`src/rtl/mexp_pkg.sv`:
```
package mexp_pkg;

    typedef enum logic [1:0] {
        SEQ_IDLE,
        SEQ_SQR,
        SEQ_MUL,
        SEQ_CONV
    } seq_state_e;

    typedef enum logic [1:0] {
        MM_IDLE,
        MM_RUN,
        MM_FIX
    } mm_state_e;

    // Width of a counter able to hold values 0 .. n-1 (at least one bit)
    function automatic int unsigned idx_width(input int unsigned n);
        return (n > 2) ? $clog2(n) : 1;
    endfunction

endpackage

```
`src/rtl/mont_mul.sv`:
```
module mont_mul
    import mexp_pkg::*;
#(
    parameter int unsigned W = 64
) (
    input  logic         clk,
    input  logic         rst,
    input  logic         kick,
    input  logic [W-1:0] op_a,
    input  logic [W-1:0] op_b,
    input  logic [W-1:0] modn,
    output logic         fin,
    output logic [W-1:0] prod
);
    localparam int unsigned AW = W + 2;
    localparam int unsigned CW = idx_width(W);
    localparam logic [CW-1:0] LAST_STEP = CW'(W - 1);

    mm_state_e      st;
    logic [W-1:0]   a_sh;
    logic [W-1:0]   b_q;
    logic [W-1:0]   n_q;
    logic [AW-1:0]  acc;
    logic [CW-1:0]  step;

    logic [AW-1:0]  add_b;
    logic [AW-1:0]  add_n;
    logic [AW-1:0]  acc_nxt;
    logic [AW-1:0]  n_ext;
    logic [AW-1:0]  acc_red;
    logic           acc_ge;

    always_comb begin
        n_ext   = {2'b00, n_q};
        add_b   = acc + (a_sh[0] ? {2'b00, b_q} : '0);
        add_n   = add_b[0] ? (add_b + n_ext) : add_b;
        acc_nxt = add_n >> 1;
        acc_ge  = (acc >= n_ext);
        acc_red = acc - n_ext;
    end

    always_ff @(posedge clk) begin
        if (rst) begin
            st   <= MM_IDLE;
            fin  <= 1'b0;
            prod <= '0;
            a_sh <= '0;
            b_q  <= '0;
            n_q  <= '0;
            acc  <= '0;
            step <= '0;
        end else begin
            fin <= 1'b0;
            unique case (st)
                MM_IDLE: begin
                    if (kick) begin
                        a_sh <= op_a;
                        b_q  <= op_b;
                        n_q  <= modn;
                        acc  <= '0;
                        step <= '0;
                        st   <= MM_RUN;
                    end
                end
                MM_RUN: begin
                    acc  <= acc_nxt;
                    a_sh <= a_sh >> 1;
                    step <= step + 1'b1;
                    if (step == LAST_STEP) begin
                        st <= MM_FIX;
                    end
                end
                MM_FIX: begin
                    prod <= acc_ge ? acc_red[W-1:0] : acc[W-1:0];
                    fin  <= 1'b1;
                    st   <= MM_IDLE;
                end
                default: st <= MM_IDLE;
            endcase
        end
    end

endmodule

```
`src/rtl/exp_scan.sv`:
```
module exp_scan
    import mexp_pkg::*;
#(
    parameter int unsigned K = 64
) (
    input  logic         clk,
    input  logic         rst,
    input  logic         load,
    input  logic         adv,
    input  logic [K-1:0] ex_in,
    output logic         cur_bit,
    output logic         last
);
    localparam int unsigned IW = idx_width(K);

    logic [K-1:0]  sh;
    logic [IW-1:0] idx;

    always_ff @(posedge clk) begin
        if (rst) begin
            sh  <= '0;
            idx <= '0;
        end else if (load) begin
            sh  <= ex_in;
            idx <= IW'(K - 1);
        end else if (adv) begin
            sh  <= sh << 1;
            idx <= idx - 1'b1;
        end
    end

    assign cur_bit = sh[K-1];
    assign last    = (idx == '0);

endmodule

```
`src/rtl/mont_exp.sv`:
```
module mont_exp
    import mexp_pkg::*;
#(
    parameter int unsigned K = 64
) (
    input  logic         clk,
    input  logic         rst,
    input  logic         start,
    input  logic [K-1:0] msg_mont,
    input  logic [K-1:0] one_mont,
    input  logic [K-1:0] modulus,
    input  logic [K-1:0] exponent,
    output logic         busy,
    output logic         done,
    output logic [K-1:0] result
);
    localparam logic [K-1:0] PLAIN_ONE = K'(1);

    seq_state_e   st;
    logic [K-1:0] x_q;
    logic [K-1:0] m_q;
    logic [K-1:0] mod_q;
    logic         kick;

    logic [K-1:0] mm_a;
    logic [K-1:0] mm_b;
    logic         mm_fin;
    logic [K-1:0] mm_prod;

    logic         accept;
    logic         scan_adv;
    logic         bit_set;
    logic         bit_last;

    assign accept = start && (st == SEQ_IDLE);
    assign busy   = (st != SEQ_IDLE);

    always_comb begin
        unique case (st)
            SEQ_MUL: begin
                mm_a = m_q;
                mm_b = x_q;
            end
            SEQ_CONV: begin
                mm_a = x_q;
                mm_b = PLAIN_ONE;
            end
            default: begin
                mm_a = x_q;
                mm_b = x_q;
            end
        endcase
    end

    always_comb begin
        scan_adv = 1'b0;
        if (mm_fin && !bit_last) begin
            if (st == SEQ_SQR && !bit_set) scan_adv = 1'b1;
            if (st == SEQ_MUL)             scan_adv = 1'b1;
        end
    end

    exp_scan #(.K(K)) u_scan (
        .clk     (clk),
        .rst     (rst),
        .load    (accept),
        .adv     (scan_adv),
        .ex_in   (exponent),
        .cur_bit (bit_set),
        .last    (bit_last)
    );

    mont_mul #(.W(K)) u_mm (
        .clk  (clk),
        .rst  (rst),
        .kick (kick),
        .op_a (mm_a),
        .op_b (mm_b),
        .modn (mod_q),
        .fin  (mm_fin),
        .prod (mm_prod)
    );

    always_ff @(posedge clk) begin
        if (rst) begin
            st     <= SEQ_IDLE;
            x_q    <= '0;
            m_q    <= '0;
            mod_q  <= '0;
            kick   <= 1'b0;
            done   <= 1'b0;
            result <= '0;
        end else begin
            kick <= 1'b0;
            done <= 1'b0;
            unique case (st)
                SEQ_IDLE: begin
                    if (start) begin
                        x_q   <= one_mont;
                        m_q   <= msg_mont;
                        mod_q <= modulus;
                        kick  <= 1'b1;
                        st    <= SEQ_SQR;
                    end
                end
                SEQ_SQR: begin
                    if (mm_fin) begin
                        x_q  <= mm_prod;
                        kick <= 1'b1;
                        if (bit_set)       st <= SEQ_MUL;
                        else if (bit_last) st <= SEQ_CONV;
                    end
                end
                SEQ_MUL: begin
                    if (mm_fin) begin
                        x_q  <= mm_prod;
                        kick <= 1'b1;
                        st   <= bit_last ? SEQ_CONV : SEQ_SQR;
                    end
                end
                SEQ_CONV: begin
                    if (mm_fin) begin
                        result <= mm_prod;
                        done   <= 1'b1;
                        st     <= SEQ_IDLE;
                    end
                end
                default: st <= SEQ_IDLE;
            endcase
        end
    end

endmodule

```
`config.mk`:
```
export PLATFORM = sky130hd
export DESIGN_NAME = mont_exp
export DESIGN_NICKNAME = d
export VERILOG_FILES = /design/src/rtl/mexp_pkg.sv /design/src/rtl/mont_mul.sv /design/src/rtl/exp_scan.sv /design/src/rtl/mont_exp.sv
export SDC_FILE = /design/constraint.sdc
export NUM_CORES = 2
export LEC_CHECK = 0
export BUFFER_PORTS_ARGS = -buffer_cell sky130_fd_sc_hd__buf_2
export CORE_MARGIN = 2
export CORE_UTILIZATION = 61
export DETAILED_ROUTE_END_ITERATION = 8
export PLACE_DENSITY = 0.81
export SETUP_SLACK_MARGIN = 0.2
export SLEW_MARGIN = 20
export SYNTH_ARGS = -nofsm -noshare
export SYNTH_HDL_FRONTEND = slang
export SYNTH_SLANG_ARGS = --single-unit
```
`constraint.sdc`:
```
create_clock -name clk -period 8.5 [get_ports clk]
set_clock_uncertainty 0.2 [all_clocks]
set_input_delay 1.7 -clock clk [delete_from_list [all_inputs] [get_ports clk]]
set_output_delay 1.7 -clock clk [all_outputs]
set_load 0.01 [all_outputs]
```
==> summary.md <==
| Metric | Value |
|---|---|
| Hold-fix buffers, CTS | 0 |
| Post-synth cell types | 82 |
| Core ar. | 61370 sq um |
| Synth area leader | dfxtp_1 |
| Final setup viols | 0 |
| Max-cap viol count | 0 |
| Final setup margin | 1636 ps |
| Critical Path End Type | flip-flop |
| Synth Register Bits | 660 |
| Die outline width | 252.7 um |
| Fin. Hold Viols | 0 |
| Die Height | 252.7 um |
| Clk root buf | clkbuf_16 |
| Main synth FF type | dfxtp_1 |
| Num rows | 91 |
| Post-DRT Antenna Nets | 0 |
| CTS H-Tree Depth | 3 |
| Synthesis Warnings | 0 |
| Clock-pin slew on the worst setup and hold paths | 60 ps |
| Num CTS Buffers | 71 |
| CTS resizes | 0 |
| VDD IR max | 271.3 uV |
| Layout cells sized above 1 | 10.53% |
| Final hold slack | 248.1 ps |
| Grt ovf | 0 |
| Vias | 35680 |
| Largest net degree at the start of global routing | 218 |
| Fin crit share | 80.75% |
| Maximum root-to-sink buffer count | 3 |
| Final net count | 5397 |
| Share of the synthesized area in the top cell type | 35.02% |
| CTS tree | yes |
| Vias/cell | 6.174 |
| Skew-Pair Late Insertion Delay | 630 ps |
| Slew HR | 21.70% |
| Max-slew violations | 0 |
| Worst min-delay path category | reg2reg |
| Most frequent cells in the layout | nand2_1 (874), dfxtp_1 (660), a21oi_1 (608) |
| Critical Path AT | 7140 ps |
| Cell area after synthesis | 37730 sq um |
| Ranking of synthesized cells by area | dfxtp_1 (35%), nand2_1 (8.7%), a21oi_1 (8.1%), ha_1 (6.6%), mux2i_1 (5.9%) |
| Power, Total | 10.87 mW |
| Total die area | 63850 sq um |
| LEAKAGE | 16.81 nW |
| Synth async-reset ratio | 0% |
| Worst slack, placed | 1777 ps |
| All-layer global routing usage | 35.31% |
| IO buf count | 324 |
| Drt initial violations | 4609 |
| Area delta synth->final | 10.80% |
| Power density over the cells | 260.0 nW/um^2 |
| Most common cell after layout, fill and taps aside | nand2_1 |
| IO Count | 325 |
| Status | finished clean |
| Worst Setup Start Kind | flip-flop |
| Gate Count Post-Synth | 4859 |
| Final min period | 6864 ps |
| Wire length per cell | 20.19 um |
| CTS Sinks | 660 |
| Initial antenna violation count | 6 |
| Initial Utilization | 61.47% |
| CP required | 8770 ps |
| DRC | 0 |
| Final GP Congestion | 0.9997 |
| Sequential share of the synthesized area | 35.02% |
| DP Wirelength | 84880 um |
| 1st-pass router iterations | 7 |
| Critical path peak fanout | 58 |
| Fmax achieved | 145.7 MHz |
| Fin util | 68.11% |
| Routed WL | 116700 um |
| Avg Cell Area, Syn | 7.764 sq um |
| First-pass GRT wire length | 179500 um |
| Syn nets | 5320 |
| Slew @ Worst Pin | 1174 ps |
| RSZ-0062 raised after global routing | false |
| Worst Setup Path Type | reg2reg |
| Post-synth EDFFs | 0 |
| Post-CTS Setup Bufs | 0 |
| Setup TNS | 0 ps |
| Vias in the first global route | 32070 |
[synthesized netlist by cell type (all sizes together), types with 5 or more instances]
library cell,number
nand3b,67
a221oi,70
o31ai,13
nand2b,22
a21boi,5
nor2b,27
o221ai,7
a2111oi,5
a311oi,42
a21oi,611
inv,125
nor4,12
xor2,68
a211oi,161
ha,199
nor3,41
and2,74
or3,9
o31a,7
nand3,49
mux2i,222
a21o,103
and3,25
o21bai,34
o2111ai,5
or2,8
a211o,7
nand4,52
xnor2,120
clkbuf,319
o21a,19
nand2,877
dfxtp,660
nor2,488
o21ai,125
buf,33
a222oi,14
o211ai,28
a31oi,41
a22oi,11
[routing by layer]
layer | vias to the layer above | wire length, um | GRT usage (%)
met3 | 189 | 12000 | 6.468
met2 | 1696 | 48310 | 51.38
met4 | 4 | 3100 | 9.907
met1 | 16560 | 53210 | 52.90
li1 | 17230 | - | -
met5 | - | 26 | 0
[worst max-delay path, cell delays in order (launching register included)]
cell	delay, ps
dfxtp_1	410
buf_4	480
and2_1	220
ha_1	330
a21o_1	220
a21o_1	170
a21o_1	180
a21o_1	170
a21oi_1	210
o32ai_2	150
or2_2	330
a21o_1	180
a21oi_1	170
xnor2_1	110
ha_1	460
nand3_1	150
nor4_1	540
a221o_1	300
a211oi_2	130
o31ai_1	680
a31oi_1	230
o21ai_1	220
xor2_1	90
a222oi_1	300
nor2_1	60
[kinds of logic (layout without fill, tap and decap cells)]
kind of cell | count (synthesis) | count (layout) | synth area share (%)
simple gates | 1763 | 1763 | 20.20
compound gates | 1347 | 1347 | 22.92
flops | 660 | 660 | 35.02
buf+inv | 477 | 604 | 4.839
mux | 222 | 222 | 5.890
fa+ha+maj | 202 | 202 | 6.759
xor+xnor | 188 | 188 | 4.365
other cells | 0 | 3 | 0
[through the flow]
stage / instance area (sq um) / cells
5_1_grt: 41800 / 5778
3_5_place_dp: 39360 / 5653
2_1_floorplan: 37730 / 4859
3_3_place_gp: 39360 / 5653
6_report: 41800 / 5779
4_1_cts: 41790 / 5776
[sequential cells by signal (all words and copies together), names as in the netlist]
name	cells
u_mm.a_sh	64
done	1
u_mm.n_q	64
st	2
m_q	64
u_mm.step	6
u_mm.fin	1
u_scan.sh	64
u_mm.acc	65
u_mm.st	2
u_mm.b_q	64
mod_q	64
result	64
u_scan.idx	6
u_mm.prod	64
x_q	64
kick	1
[final timing paths]
| kind | startpoint | endpoint | slack, ps | depth (start not counted) |
|---|---|---|---|---|
| setup / recovery | u_mm.a_sh[0] | u_mm.acc[60] | 1640 | 24 |
| hold / removal | mod_q[7] | u_mm.n_q[7] | 250 | 2 |
| setup reg to reg | u_mm.a_sh[0] | u_mm.acc[60] | 1640 | 24 |
| hold reg to reg | mod_q[7] | u_mm.n_q[7] | 250 | 2 |
[where the power goes]
| part | switching (mW) | internal, mW |
|---|---|---|
| sequential | 0.366 | 3.53 |
| clock | 1.33 | 1.92 |
| combinational | 2.41 | 1.32 |
| total | 4.10 | 6.77 |
[final cells by class]
class	instances	area [sq um]
timing repair buffer	356	1897
multi-input combinational	3722	22800
inverter	125	469.2
fill	5226	19570
antenna	3	7.507
clock buffer	95	2007
sequential	660	13210
tap	790	988.4
clock inverter	28	424.2
Power figures use the tool's default switching activity.
